## src/rtl/synth_prog_pkg.sv

```systemverilog
package synth_prog_pkg;
    localparam int WORD_W  = 21;
    localparam int CODE_W  = 2;
    localparam int LOAD_W  = WORD_W - CODE_W;
    localparam int RUN_BIT = 1;

    typedef enum logic [CODE_W-1:0] {
        SEL_REF  = 2'b00,
        SEL_DIV  = 2'b01,
        SEL_FN   = 2'b10,
        SEL_INIT = 2'b11
    } sel_code_e;

    typedef logic [LOAD_W-1:0] load_t;
endpackage

```

## src/rtl/prog_sync.sv

```systemverilog
module prog_sync #(
    parameter int WIDTH = 4
) (
    input  logic             clk,
    input  logic             rst_n,
    input  logic [WIDTH-1:0] async_in,
    output logic [WIDTH-1:0] sync_out
);
    typedef struct packed {
        logic [WIDTH-1:0] meta;
        logic [WIDTH-1:0] stab;
    } sync_st_t;

    sync_st_t st_d, st_q;

    always_comb begin
        st_d      = st_q;
        st_d.meta = async_in;
        st_d.stab = st_q.meta;
    end

    always_ff @(posedge clk or negedge rst_n) begin
        if (!rst_n) st_q <= '0;
        else        st_q <= st_d;
    end

    assign sync_out = st_q.stab;
endmodule

```

## src/rtl/prog_shifter.sv

```systemverilog
module prog_shifter
    import synth_prog_pkg::*;
(
    input  logic              clk,
    input  logic              rst_n,
    input  logic              shift_en,
    input  logic              bit_in,
    output logic [WORD_W-1:0] word
);
    typedef struct packed {
        logic [WORD_W-1:0] sr;
    } shf_st_t;

    shf_st_t st_d, st_q;

    always_comb begin
        st_d = st_q;
        if (shift_en) st_d.sr = {st_q.sr[WORD_W-2:0], bit_in};
    end

    always_ff @(posedge clk or negedge rst_n) begin
        if (!rst_n) st_q <= '0;
        else        st_q <= st_d;
    end

    assign word = st_q.sr;

    // a shift moves old bits up by one place and takes the new bit at the bottom
    a_r1_shift_order: assert property (@(posedge clk) disable iff (!rst_n)
        shift_en |=> (word[0] == $past(bit_in)) && (word[WORD_W-1:1] == $past(word[WORD_W-2:0])));
    a_r1_hold_idle: assert property (@(posedge clk) disable iff (!rst_n)
        !shift_en |=> $stable(word));
endmodule

```

## src/rtl/prog_latch_bank.sv

```systemverilog
module prog_latch_bank
    import synth_prog_pkg::*;
(
    input  logic              clk,
    input  logic              rst_n,
    input  logic              load_go,
    input  logic [WORD_W-1:0] word,
    output load_t             ref_q,
    output load_t             div_q,
    output load_t             fn_q,
    output logic              init_q
);
    typedef struct packed {
        load_t ref_l;
        load_t div_l;
        load_t fn_l;
        logic  init;
    } bank_st_t;

    bank_st_t  st_d, st_q;
    sel_code_e code;
    load_t     body;

    assign code = sel_code_e'(word[CODE_W-1:0]);
    assign body = word[WORD_W-1:CODE_W];

    always_comb begin
        st_d      = st_q;
        st_d.init = 1'b0;
        if (load_go) begin
            unique case (code)
                SEL_REF:  st_d.ref_l = body;
                SEL_DIV:  st_d.div_l = body;
                SEL_FN:   st_d.fn_l  = body;
                SEL_INIT: begin
                    st_d.fn_l = body;
                    st_d.init = 1'b1;
                end
                default:  st_d = st_q;
            endcase
        end
    end

    always_ff @(posedge clk or negedge rst_n) begin
        if (!rst_n) st_q <= '0;
        else        st_q <= st_d;
    end

    assign ref_q  = st_q.ref_l;
    assign div_q  = st_q.div_l;
    assign fn_q   = st_q.fn_l;
    assign init_q = st_q.init;

    // one load reaches at most one latch
    a_r4_single_target: assert property (@(posedge clk) disable iff (!rst_n)
        $countones({st_d.ref_l != st_q.ref_l, st_d.div_l != st_q.div_l,
                    st_d.fn_l != st_q.fn_l}) <= 1);
    // no strobe edge, no latch change
    a_r5_no_edge_hold: assert property (@(posedge clk) disable iff (!rst_n)
        !load_go |=> ($stable(ref_q) && $stable(div_q) && $stable(fn_q)));
    // the pulse lasts one cycle and follows a strobe
    a_r6_init_one_cycle: assert property (@(posedge clk) disable iff (!rst_n)
        init_q |=> !init_q);
    a_r6_init_cause: assert property (@(posedge clk) disable iff (!rst_n)
        init_q |-> $past(load_go));
endmodule

```

## src/rtl/synth_prog_loader.sv

```systemverilog
module synth_prog_loader
    import synth_prog_pkg::*;
(
    input  logic        clk,
    input  logic        rst_n,
    input  logic        ser_clk,
    input  logic        ser_dat,
    input  logic        ser_le,
    input  logic        chip_en,
    output logic [18:0] ref_word,
    output logic [18:0] div_word,
    output logic [18:0] fn_word,
    output logic        init_pulse,
    output logic        pwr_down,
    output logic        cp_tristate
);
    localparam int N_SYNC = 4;
    localparam int I_CLK  = 0;
    localparam int I_DAT  = 1;
    localparam int I_LE   = 2;
    localparam int I_CE   = 3;

    typedef struct packed {
        logic clk_prev;
        logic le_prev;
        logic pd;
        logic tri_st;
    } top_st_t;

    top_st_t           st_d, st_q;
    logic [N_SYNC-1:0] s_in;
    logic              clk_rise;
    logic              le_rise;
    logic [WORD_W-1:0] word;
    load_t             ref_l, div_l, fn_l;
    logic              init_l;

    prog_sync #(.WIDTH(N_SYNC)) i_sync (
        .clk      (clk),
        .rst_n    (rst_n),
        .async_in ({chip_en, ser_le, ser_dat, ser_clk}),
        .sync_out (s_in)
    );

    assign clk_rise = s_in[I_CLK] & ~st_q.clk_prev;
    assign le_rise  = s_in[I_LE]  & ~st_q.le_prev;

    prog_shifter i_shift (
        .clk      (clk),
        .rst_n    (rst_n),
        .shift_en (clk_rise),
        .bit_in   (s_in[I_DAT]),
        .word     (word)
    );

    prog_latch_bank i_bank (
        .clk     (clk),
        .rst_n   (rst_n),
        .load_go (le_rise),
        .word    (word),
        .ref_q   (ref_l),
        .div_q   (div_l),
        .fn_q    (fn_l),
        .init_q  (init_l)
    );

    always_comb begin
        st_d          = st_q;
        st_d.clk_prev = s_in[I_CLK];
        st_d.le_prev  = s_in[I_LE];
        st_d.pd       = ~s_in[I_CE] | ~fn_l[RUN_BIT];
        st_d.tri_st   = ~s_in[I_CE] | ~fn_l[RUN_BIT];
    end

    always_ff @(posedge clk or negedge rst_n) begin
        if (!rst_n) st_q <= '{clk_prev: 1'b0, le_prev: 1'b0, pd: 1'b1, tri_st: 1'b1};
        else        st_q <= st_d;
    end

    assign ref_word    = ref_l;
    assign div_word    = div_l;
    assign fn_word     = fn_l;
    assign init_pulse  = init_l;
    assign pwr_down    = st_q.pd;
    assign cp_tristate = st_q.tri_st;

    // chip enable low forces powerdown and tri-state
    a_r8_ce_low_forces: assert property (@(posedge clk) disable iff (!rst_n)
        !s_in[I_CE] |=> (pwr_down && cp_tristate));
    // chip enable high lets the run bit decide
    a_r9_run_bit_follow: assert property (@(posedge clk) disable iff (!rst_n)
        s_in[I_CE] |=> (pwr_down == ~$past(fn_l[RUN_BIT])) && (cp_tristate == pwr_down));
endmodule

```

## config.mk

```make
export PLATFORM = sky130hd
export DESIGN_NAME = synth_prog_loader
export DESIGN_NICKNAME = d
export VERILOG_FILES = /design/src/rtl/synth_prog_pkg.sv /design/src/rtl/prog_sync.sv /design/src/rtl/prog_shifter.sv /design/src/rtl/prog_latch_bank.sv /design/src/rtl/synth_prog_loader.sv
export SDC_FILE = /design/constraint.sdc
export NUM_CORES = 1
export LEC_CHECK = 0
export BUFFER_PORTS_ARGS = -buffer_cell sky130_fd_sc_hd__buf_2
export CAP_MARGIN = 25
export CORE_MARGIN = 3
export CORE_UTILIZATION = 40
export CTS_CLUSTER_SIZE = 40
export DETAILED_ROUTE_END_ITERATION = 7
export PLACE_DENSITY_LB_ADDON = 0.15
export SLEW_MARGIN = 30
export SYNTH_ARGS = -nofsm -noshare
export SYNTH_HDL_FRONTEND = slang
export SYNTH_SLANG_ARGS = --single-unit
```

## constraint.sdc

```tcl
create_clock -name clk -period 4.4 [get_ports clk]
set_input_delay 1.1 -clock clk [delete_from_list [all_inputs] [get_ports clk]]
set_output_delay 1.1 -clock clk [all_outputs]
set_load 0.03 [all_outputs]
```

# Yosys cells after proc, flatten, opt, wreduce, memory -nomap -nowiden
# Cells that the tools add are included.
[word_totals] ff_bits=90 input_bits=6 out_inout_bits=60 wordCells=27
[op_classes] n_eq_ne=3 n_mux=2 bitwise=7 reduce_logical=5
[op_table] operator="AND reduction 2 bit" count=3
[op_table] operator="== test 2 bit, second input constant" count=2
[op_table] operator="inverter 1 bit" count=4
[op_table] operator="bitwise AND 1 bit" count=2
[op_table] operator="== test 2 x 1 -> 1 bit, second input constant" count=1
[op_table] operator="zero test 2 bit" count=1
[op_table] operator="two-way mux 1 bit" count=2
[op_table] operator="OR reduction 2 bit" count=1
[op_table] operator="bitwise OR 1 bit" count=1

# Logic depth before layout (Yosys ltp)
# Gate-level depths: netlist (run 1).
[logic_depth] ltp_word=3 mapped_depth=4 ltp_nobuf=2

# By module
# From an unflattened synthesis (run 1), not the netlist that was laid out.
[unflattened] hier_cells=183 hier_area_um2=3408.3
[by_module_without_submodules] mod="prog_latch_bank" n_inst=1 cells_each=124 area_each_um2=2233.4 seq_area_each_um2=1451.4
[by_module_without_submodules] mod="prog_shifter" n_inst=1 cells_each=44 area_each_um2=859.6 seq_area_each_um2=525.5
[by_module_without_submodules] mod="prog_sync" n_inst=1 cells_each=8 area_each_um2=200.2 seq_area_each_um2=200.2
[by_module_without_submodules] mod="synth_prog_loader" n_inst=1 cells_each=7 area_each_um2=115.1 seq_area_each_um2=76.3

# Worst setup path after synthesis (run 1)
# Ideal clock, no wire load.
[synth_path] kind="register to output" startpoint="reg cp_tristate (netlist name)" endpoint="out pwr_down" t_arrival_ps=786 t_required_ps=3300 setup_slack_ps=2514 path_stages_with_launch=2 n_path_buf=1 cell_sequence="dfstp_2 buf_4"
[synth_rtl] element="end, declared" line="synth_prog_loader.sv:14" rtl="output logic pwr_down,"

# Final worst setup path (run 1)
[layout_path] startpoint="reg st_q, in the netlist cp_tristate" endpoint="out cp_tristate"
[layout_rtl] element="start, declared" line="synth_prog_loader.sv:30" rtl="top_st_t st_d, st_q;"
[layout_rtl] element="start signal, assigned" line="synth_prog_loader.sv:76" rtl="if (!rst_n) st_q <= '{clk_prev: 1'b0, le_prev: 1'b0, pd: 1'b1, tri_st: 1'b1};"
[layout_rtl] element="start signal, assigned" line="synth_prog_loader.sv:77" rtl="else st_q <= st_d;"
[layout_rtl] element="end, declared" line="synth_prog_loader.sv:15" rtl="output logic cp_tristate"
# No word-level cell between the ends.

==> results of run 1 <==
## synth_stat cells
cell,number
dfrtp_1,89
mux2_2,68
mux2_4,10
buf_4,4
buf_12,2
buf_2,2
and4b_2,1
and4bb_1,1
buf_6,1
dfstp_2,1
nand2_1,1
nand3b_1,1
nor2b_1,1
nor4b_2,1
## cell families after synthesis
group / share of synthesized area (%)
AND/OR/NAND/NOR: 1.70
flip-flops: 67.9
multiplexers: 27.6
buffers and inverters: 2.75
## power by group
group / total (mW) / switching (mW) / internal (mW) / leakage, nW
clock network: 0.624 / 0.287 / 0.338 / 0.117
logic: 0.790 / 0.480 / 0.310 / 0.761
registers: 1.22 / 0.164 / 1.06 / 1.16
total: 2.63 / 0.931 / 1.70 / 2.04
## final timing paths
kind	to	slack, ps	start
worst max-delay path	cp_tristate	2240	cp_tristate
worst min-delay path	i_sync.sync_out[1]	360	i_sync.st_d[1]
worst max register to register	i_bank.ref_q[9]	2480	i_shift.word[1]
worst min register to register	i_sync.sync_out[1]	360	i_sync.st_d[1]
max in group asynchronous	i_shift.word[9]	2920	rst_n
min in group asynchronous	i_bank.div_q[15]	750	rst_n
## routing by layer
metal / routed length [um] / up-vias / global-route usage (%)
met4: 25 / 0 / 3.24
met1: 2640 / 900 / 17.4
li1: - / 785 / -
met2: 2830 / 45 / 20.9
met5: 0 / - / 0
met3: 277 / 4 / 5.24
## flip-flops by register name (all words and copies together), names as in the netlist
register,cells
cp_tristate,1
i_bank.div_q,19
i_bank.fn_q,19
i_bank.init_q,1
i_bank.ref_q,19
i_shift.word,21
i_sync.st_d,4
i_sync.sync_out,4
st_q,2
## through the flow
step	setup WS [ps]	instances
after floorplan	2510	183
after global placement	2280	344
after detailed placement	2270	345
after CTS	2220	361
after global routing	2190	361
final	2240	361
## final cells by class
cell class                      count  share of cell area (%)
Sequential cell                    90                    56.8
Timing Repair Buffer               69                    9.31
Clock buffer                       10                    3.47
Multi-Input combinational cell     84                    24.9
Clock inverter                      6                    2.21
Tap cell                          102                    3.22
## worst register-to-register path, cell delays in order, from the launching register on
cell and delay [ps]:
dfrtp_1 450, nor4b_4 670, buf_4 340, mux2_2 360
## layout by cell type, fill, tap and decap left out
| cell type | n |
|---|---|
| dfrtp_1 | 89 |
| mux2_2 | 68 |
| buf_2 | 64 |
| mux2_4 | 10 |
| clkbuf_8 | 10 |
| buf_4 | 3 |
| clkinv_2 | 2 |
| bufinv_16 | 2 |
| inv_6 | 2 |
| and4b_2 | 1 |
| nor2b_4 | 1 |
| nor4b_4 | 1 |
| and4bb_1 | 1 |
| nand3b_1 | 1 |
| nand2_1 | 1 |
| dfstp_2 | 1 |
| buf_6 | 1 |
| buf_8 | 1 |
==> impl_metrics.py, run 1 <==
metrics = {
    "yosys": {
        "synth_area_leaders": "dfrtp_1, mux2_2, mux2_4, buf_12, buf_4",
        "synth_top_area_share_pct": 67.1,
        "avgSynthCellArea_um2": 18.1,
        "synth_cell_types": 14,
        "yosysWarnings": 0,
        "yosysTopAreaCell": "dfrtp_1",
        "syn_area_mm2": 0.00332,
        "syn_inst": 183,
        "synth_fp_nets": 189,
        "yosysSeqAreaShare_pct": 67.9,
        "ys_ff_latch": 90,
    },
    "power_and_ir_drop": {
        "cellLeakagePower_nw": 2.04,
        "max-vdd-ir-drop_mv": 0.394,
        "power_density_mw_per_mm2": 665,
        "power_mw": 2.63,
    },
    "final_layout": {
        "syn_to_final_growth_pct": 19.5,
        "fin_nets": 260,
        "fillerInstances": 707,
        "final_layout_size_suffix_gt1_share_pct": 64.5,
        "final_util_pct": 50.3,
        "diodes": 0,
        "multi_input_area_um2": 988,
        "fin_area_mm2": 0.00396,
        "seqCellArea_mm2": 0.00225,
    },
    "sta": {
        "drv_slew": 0,
        "setup_viol": 0,
        "tns_ps": 0,
        "worst_pin_slew_ps": 681,
        "fmax_ghz": 0.463,
        "rsz0062_at_grt": "no",
        "finalClockSkew_ps": 9.14,
        "max_slew_margin_pct": 54.4,
        "min_period_over_period_pct": 49.1,
        "finalCriticalPeriod_ps": 2160,
        "hold-worst-slack_ps": 356,
        "hold_viol": 0,
    },
    "critical_path": {
        "r2r_cells": 3,
        "crit_slowest_cell": "dfstp_2",
        "crit_chain": "buf_2",
        "start_kind": "flip-flop",
        "max_stage_delay_ps": 530,
        "crit_arrival_ps": 1060,
        "critical_path_required_ps": 3300,
        "critPathTopFamily": "flip-flops",
        "worstPathMaxFanout": 2,
        "crit_cells": 1,
        "worst-path-buf-inv": 1,
        "cp-end-kind": "primary output",
        "crit_type": "reg2out",
    },
    "routing": {
        "drc": 0,
        "vias": 1734,
        "drt_iter0_markers": 34,
        "final_antenna_net_count": 0,
        "firstDrtPassIters": 4,
        "wire_per_inst_um": 16.0,
        "vias_per_cell": 4.80,
        "wirelength_mm": 5.78,
    },
    "global_routing": {
        "grt_first_pass_wirelength_mm": 9.89,
        "grt_antenna_before_repair": 0,
        "grt_pass1_vias": 1803,
        "grtUsageTotal_pct": 13.3,
        "grt_max_degree": 74,
        "overflow": 0,
    },
    "floorplanning": {
        "die_w_um": 97.1,
        "die_y_um": 97.1,
        "io-pin-count": 66,
        "rows": 32,
        "coreArea_mm2": 0.00789,
        "start_util_pct": 42.1,
        "die_area_mm2": 0.00942,
    },
    "clock_tree": {
        "cts-root-buf": "clkbuf_8",
        "hold_buffers": 0,
        "cts_tree": "yes",
        "post_cts_resized": 0,
        "clock_sinks": 90,
        "clk_latency_ps": 350,
        "cts_buffers": 9,
        "htreeDepth": 3,
        "clk_transition_reported_paths_ps": 90,
        "cts_setup_buffers": 0,
        "cts_max_path_buffers": 2,
    },
    "hold_path": {
        "min_path_cells": 0,
        "hp-class": "reg2reg",
    },
    "status": {
        "status": "finished, final reports clean",
    },
    "place": {
        "place_congestion": 0.671,
        "placed_cell_area_mm2": 0.00373,
        "portBuffers": 65,
        "dp_hpwl_mm": 3.77,
    },
    "job": {
        "max_cap_viol_count": 0,
    },
}
No activity file was read; power rests on OpenSTA's default activity.
==> inputs of run 2 (changes only) <==
- clock period: 4.4 -> 2.1 ns (I/O delays scaled with it)
==> run 2 against run 1 <==
Compared with the run above:
- routed wire length fell by 0.48%
- first-iteration DRC count fell by 21%
- via count fell by 0.23%
- final area rose by 0.60%
- hold slack got worse by 240 ps
- critical path depth rose by 2
- power rose by 100%
- critical path type is now reg2reg
==> impl_metrics.py, run 2 (synthesized netlist as in run 1, its figures left out) <==
metrics = {
    "status": {
        "status": "finished, final reports clean",
    },
    "power_and_ir_drop": {
        "switching_share_pct": 35.8,
        "max-vdd-ir-drop_mv": 0.828,
        "pwr-share-seq_pct": 47.6,
        "cellLeakagePower_nw": 2.06,
        "internal_power_mw": 3.45,
        "power_switching_mw": 1.93,
        "p_clk_share_pct": 21.3,
        "p_comb_share_pct": 31.1,
        "power_density_mw_per_mm2": 1350,
    },
    "place": {
        "place_inst": 351,
        "dp_hpwl_mm": 3.96,
        "place_congestion": 0.650,
        "portBuffers": 65,
    },
    "routing": {
        "drc": 0,
        "wire_per_inst_um": 15.7,
        "wirelength_mm": 5.75,
        "final_antenna_net_count": 0,
        "firstDrtPassIters": 2,
        "vias_per_cell": 4.71,
        "vias": 1730,
        "drt_iter0_markers": 27,
    },
    "hold_path": {
        "hp-class": "in2async",
    },
    "clock_tree": {
        "cts_max_path_buffers": 2,
        "clk_transition_reported_paths_ps": 80,
        "clk_latency_ps": 340,
        "cts_tree": "yes",
        "post_cts_resized": 0,
        "cts-root-buf": "clkbuf_8",
        "cts_setup_buffers": 0,
        "clock_sinks": 90,
        "cts_buffers": 9,
        "htreeDepth": 3,
        "hold_buffers": 0,
    },
    "final_layout": {
        "multi_input_area_um2": 983,
        "most-common-layout-cells": "dfrtp_1, mux2_2, buf_2",
        "fin_nets": 266,
        "mostFrequentLayoutCell": "dfrtp_1",
        "diodes": 0,
        "final_cells": 367,
        "syn_to_final_growth_pct": 20.2,
        "fillerInstances": 689,
        "largest_reg_flops": 21,
        "seqCellArea_mm2": 0.00225,
        "final_layout_size_suffix_gt1_share_pct": 64.9,
    },
    "critical_path": {
        "cp-end-kind": "flip-flop",
        "crit_arrival_ps": 1820,
        "crit_chain": "nor4b_4 > buf_4 > mux2_2",
        "max_stage_delay_ps": 450,
        "start_kind": "flip-flop",
        "worstPathMaxFanout": 11,
        "critical_path_required_ps": 2330,
        "worst-path-buf-inv": 1,
        "crit_type": "reg2reg",
        "critPathTopFamily": "flip-flops",
        "crit_slowest_cell": "dfrtp_1",
    },
    "floorplanning": {
        "io-pin-count": 66,
        "rows": 32,
        "die_y_um": 97.1,
        "start_util_pct": 42.1,
        "die_area_mm2": 0.00942,
        "coreArea_mm2": 0.00789,
        "die_w_um": 97.1,
    },
    "sta": {
        "worst_pin_slew_ps": 431,
        "fmax_ghz": 0.628,
        "finalCriticalPeriod_ps": 1590,
        "min_period_over_period_pct": 75.8,
        "hold_viol": 0,
        "drv_slew": 0,
        "setup_viol": 0,
        "rsz0062_at_grt": "no",
        "max_slew_margin_pct": 71.3,
        "tns_ps": 0,
        "finalClockSkew_ps": 5.13,
    },
    "global_routing": {
        "grt_pass1_vias": 1854,
        "grt_first_pass_wirelength_mm": 9.87,
        "grt_max_degree": 34,
        "grt_antenna_before_repair": 0,
        "overflow": 0,
        "grtUsageTotal_pct": 13.3,
    },
    "job": {
        "max_cap_viol_count": 0,
    },
}
run 2: cell types whose count changed in the layout (fill, tap and decap cells not counted), sizes merged:
| cell | previous run | this run |
|---|---|---|
| inv | 2 | 0 |
| bufinv | 2 | 1 |
| clkinv | 2 | 4 |
| clkbuf | 10 | 11 |
| buf | 69 | 75 |
run 2: through the flow:
step	utilization, %	total power, mW	setup slack, ps	hold slack (ps)	cell area [um^2]
2_1_floorplan	-	3.73	667	229	3320
3_3_place_gp	48.1	4.28	564	334	3790
3_5_place_dp	48.1	4.29	514	335	3790
4_1_cts	50.6	5.48	484	110	3990
5_1_grt	50.6	5.70	458	128	3990
6_report	50.6	5.38	507	120	3990
run 2: worst reg2reg max path: stages (launching register included):
cell and delay, ps:
dfrtp_1 450, nor4b_4 400, buf_4 270, mux2_2 360
run 2: final timing paths:
kind,start,to,slack [ps],cells past startpoint
setup / recovery,i_shift.word[1],i_bank.ref_q[15],510,3
hold / removal,rst_n,i_bank.div_q[15],120,1
setup reg to reg,i_shift.word[1],i_bank.ref_q[15],510,3
hold reg to reg,i_sync.st_d[1],i_sync.sync_out[1],350,0
max in group asynchronous,rst_n,i_bank.init_q,1410,2
min in group clk,chip_en,i_sync.st_d[3],280,1
run 2: layer usage:
layer	wire length, um	track usage, %
met4	79	5.51
met2	2710	20.2
met1	2660	17.6
met3	296	4.45
met5	0	0
run 2: power groups by stage:
stage	clock (mW)	sequential [mW]	combinational, mW
6_report	1.14	2.56	1.67
5_1_grt	1.29	2.65	1.77
4_1_cts	1.21	2.57	1.70
3_5_place_dp	0	2.60	1.69
3_3_place_gp	0	2.61	1.67
2_1_floorplan	0	3.18	0.545
run 2: cell type report:
cell class              instances  share of cell area [%]
repair buffers                 75                    10.7
clock buffers                  11                    3.55
well taps                     102                    3.20
multi-input cells              84                    24.7
flip-flops and latches         90                    56.5
clock inverters                 5                    1.35
==> inputs of run 3 (changes only) <==
- clock period: 2.1 -> 1.5 ns (I/O delays scaled with it)
==> run 3 against run 2 <==
Compared with the run above:
- power is 43% higher
- worst setup slack worse by 450 ps
- die area stayed put
- sequential power is 40% higher
- maximum frequency is 10% higher
- flip-flop and latch count stayed put
- routed wire length is 3.5% higher
- cell count is 1.1% higher
- critical path depth stayed put
- register-to-register slack worse by 450 ps
- critical path type unchanged
- critical endpoint is now i_bank.div_q[0]
- largest power group unchanged
==> impl_metrics.py, run 3 (synthesized netlist as in run 1, its figures left out) <==
metrics = {
    "final_layout": {
        "final_util_pct": 51.7,
        "fillerInstances": 671,
        "multi_input_area_um2": 983,
        "final_layout_size_suffix_gt1_share_pct": 66.5,
        "mostFrequentLayoutCell": "dfrtp_1",
        "syn_to_final_growth_pct": 22.9,
        "largest_reg_flops": 21,
        "final_cells": 371,
        "most-common-layout-cells": "dfrtp_1, mux2_2, buf_2",
        "diodes": 0,
        "fin_nets": 270,
        "seqCellArea_mm2": 0.00226,
    },
    "job": {
        "max_cap_viol_count": 0,
    },
    "clock_tree": {
        "htreeDepth": 3,
        "clk_transition_reported_paths_ps": 90,
        "cts_buffers": 9,
        "cts_tree": "yes",
        "cts-root-buf": "clkbuf_8",
        "clock_sinks": 90,
        "clk_latency_ps": 350,
        "cts_max_path_buffers": 2,
    },
    "sta": {
        "fmax_ghz": 0.693,
        "finalCriticalPeriod_ps": 1440,
        "worst_pin_slew_ps": 389,
        "finalClockSkew_ps": 15.8,
        "drv_slew": 0,
        "hold_viol": 0,
        "tns_ps": 0,
        "max_slew_margin_pct": 74.1,
        "setup_viol": 0,
        "min_period_over_period_pct": 96.3,
        "rsz0062_at_grt": "no",
    },
    "routing": {
        "final_antenna_net_count": 0,
        "firstDrtPassIters": 4,
        "vias_per_cell": 4.81,
        "drt_iter0_markers": 60,
        "wire_per_inst_um": 16.0,
        "wirelength_mm": 5.95,
        "vias": 1786,
        "drc": 0,
    },
    "place": {
        "place_inst": 354,
        "dp_hpwl_mm": 4.17,
        "place_congestion": 0.639,
        "portBuffers": 65,
    },
    "critical_path": {
        "r2r_cells": 3,
        "crit_arrival_ps": 1670,
        "start_kind": "flip-flop",
        "r2r-start": "i_shift.word[1]",
        "worstPathMaxFanout": 8,
        "reg2reg_to": "i_bank.div_q[0]",
        "cp-end-kind": "flip-flop",
        "crit_type": "reg2reg",
        "r2r_setup_slack_ps": 60,
        "critical_path_required_ps": 1730,
    },
    "power_and_ir_drop": {
        "power_density_mw_per_mm2": 1890,
        "cellLeakagePower_nw": 2.09,
        "max-vdd-ir-drop_mv": 1.07,
        "power_mw": 7.72,
    },
    "hold_path": {
        "min_to": "i_sync.st_d[3]",
        "min_path_cells": 1,
        "hp-class": "in2reg",
        "hold_start": "chip_en",
    },
    "global_routing": {
        "grt_antenna_before_repair": 0,
        "grt_pass1_vias": 1905,
        "grt_max_degree": 28,
        "grt_first_pass_wirelength_mm": 10.4,
        "overflow": 0,
        "grtUsageTotal_pct": 13.9,
    },
    "floorplanning": {
        "start_util_pct": 42.1,
        "coreArea_mm2": 0.00789,
        "rows": 32,
        "die_area_mm2": 0.00942,
        "io-pin-count": 66,
        "die_y_um": 97.1,
        "die_w_um": 97.1,
    },
    "status": {
        "status": "finished, final reports clean",
    },
}
## run 3: cell count changes in the layout (fill, tap and decap cells not counted), moves of 2 or more
cell | previous run | this run
dfrtp_1 | 89 | 87
dfrtp_2 | 0 | 2
buf_4 | 9 | 7
buf_6 | 0 | 3
## run 3: worst max-delay path, cell delays in order (launching register included)
cell and delay (ps):
dfrtp_2 450, and4bb_2 380, buf_8 170, mux2_2 330
## run 3: report_power, final
part           switching, mW  leakage, nW  total (mW)  internal (mW)
Sequential             0.481         1.16        3.58           3.10
Combinational           1.42        0.817        2.36          0.940
Clock                  0.838        0.113        1.78          0.939
## run 3: per-stage QoR
stage,setup slack (ps),area (um^2),hold slack [ps]
5_1_grt,6.14,4080,97.4
3_3_place_gp,71.3,3830,332
3_5_place_dp,0.739,3830,330
6_report,56.2,4080,128
4_1_cts,0.459,4050,106
2_1_floorplan,67.0,3320,79.4
## run 3: how the worst max path moves through the flow
stage | endpoint | slack [ps] | from | cells past startpoint
after floorplan | i_bank.ref_q[10] | 70 | i_shift.word[1] | 4
after detailed placement | i_bank.div_q[2] | 0.7 | i_shift.word[1] | 3
after global placement | i_bank.div_q[2] | 70 | i_shift.word[1] | 3
after CTS | i_bank.div_q[0] | 0.5 | i_shift.word[1] | 3
after global routing | i_bank.div_q[0] | 6 | i_shift.word[1] | 3
final | i_bank.div_q[0] | 60 | i_shift.word[1] | 3
## run 3: area by class of cell
cell class	instances	share of cell area [%]
clock buffers	9	3.04
clock inverters	7	2.27
multi-input cells	84	24.1
flip-flops and latches	90	55.4
well taps	102	3.13
repair buffers	79	12.1
## run 3: timing repair
item,4_1_cts,5_1_grt
endpoints found under the setup margin,0,21
resized for setup,0,8
endpoints found under the hold margin,23,0
hold buffers,1,0
buffers inserted,0,0
## run 3: routing by layer
| metal | GRT usage (%) | vias up | part of all wire [%] |
|---|---|---|---|
| met3 | 4.02 | 11 | 5.0 |
| met2 | 20.6 | 40 | 48 |
| met1 | 19.2 | 927 | 46 |
| met5 | 0 | - | 0 |
| met4 | 5.83 | 0 | 1.7 |
| li1 | - | 808 | - |
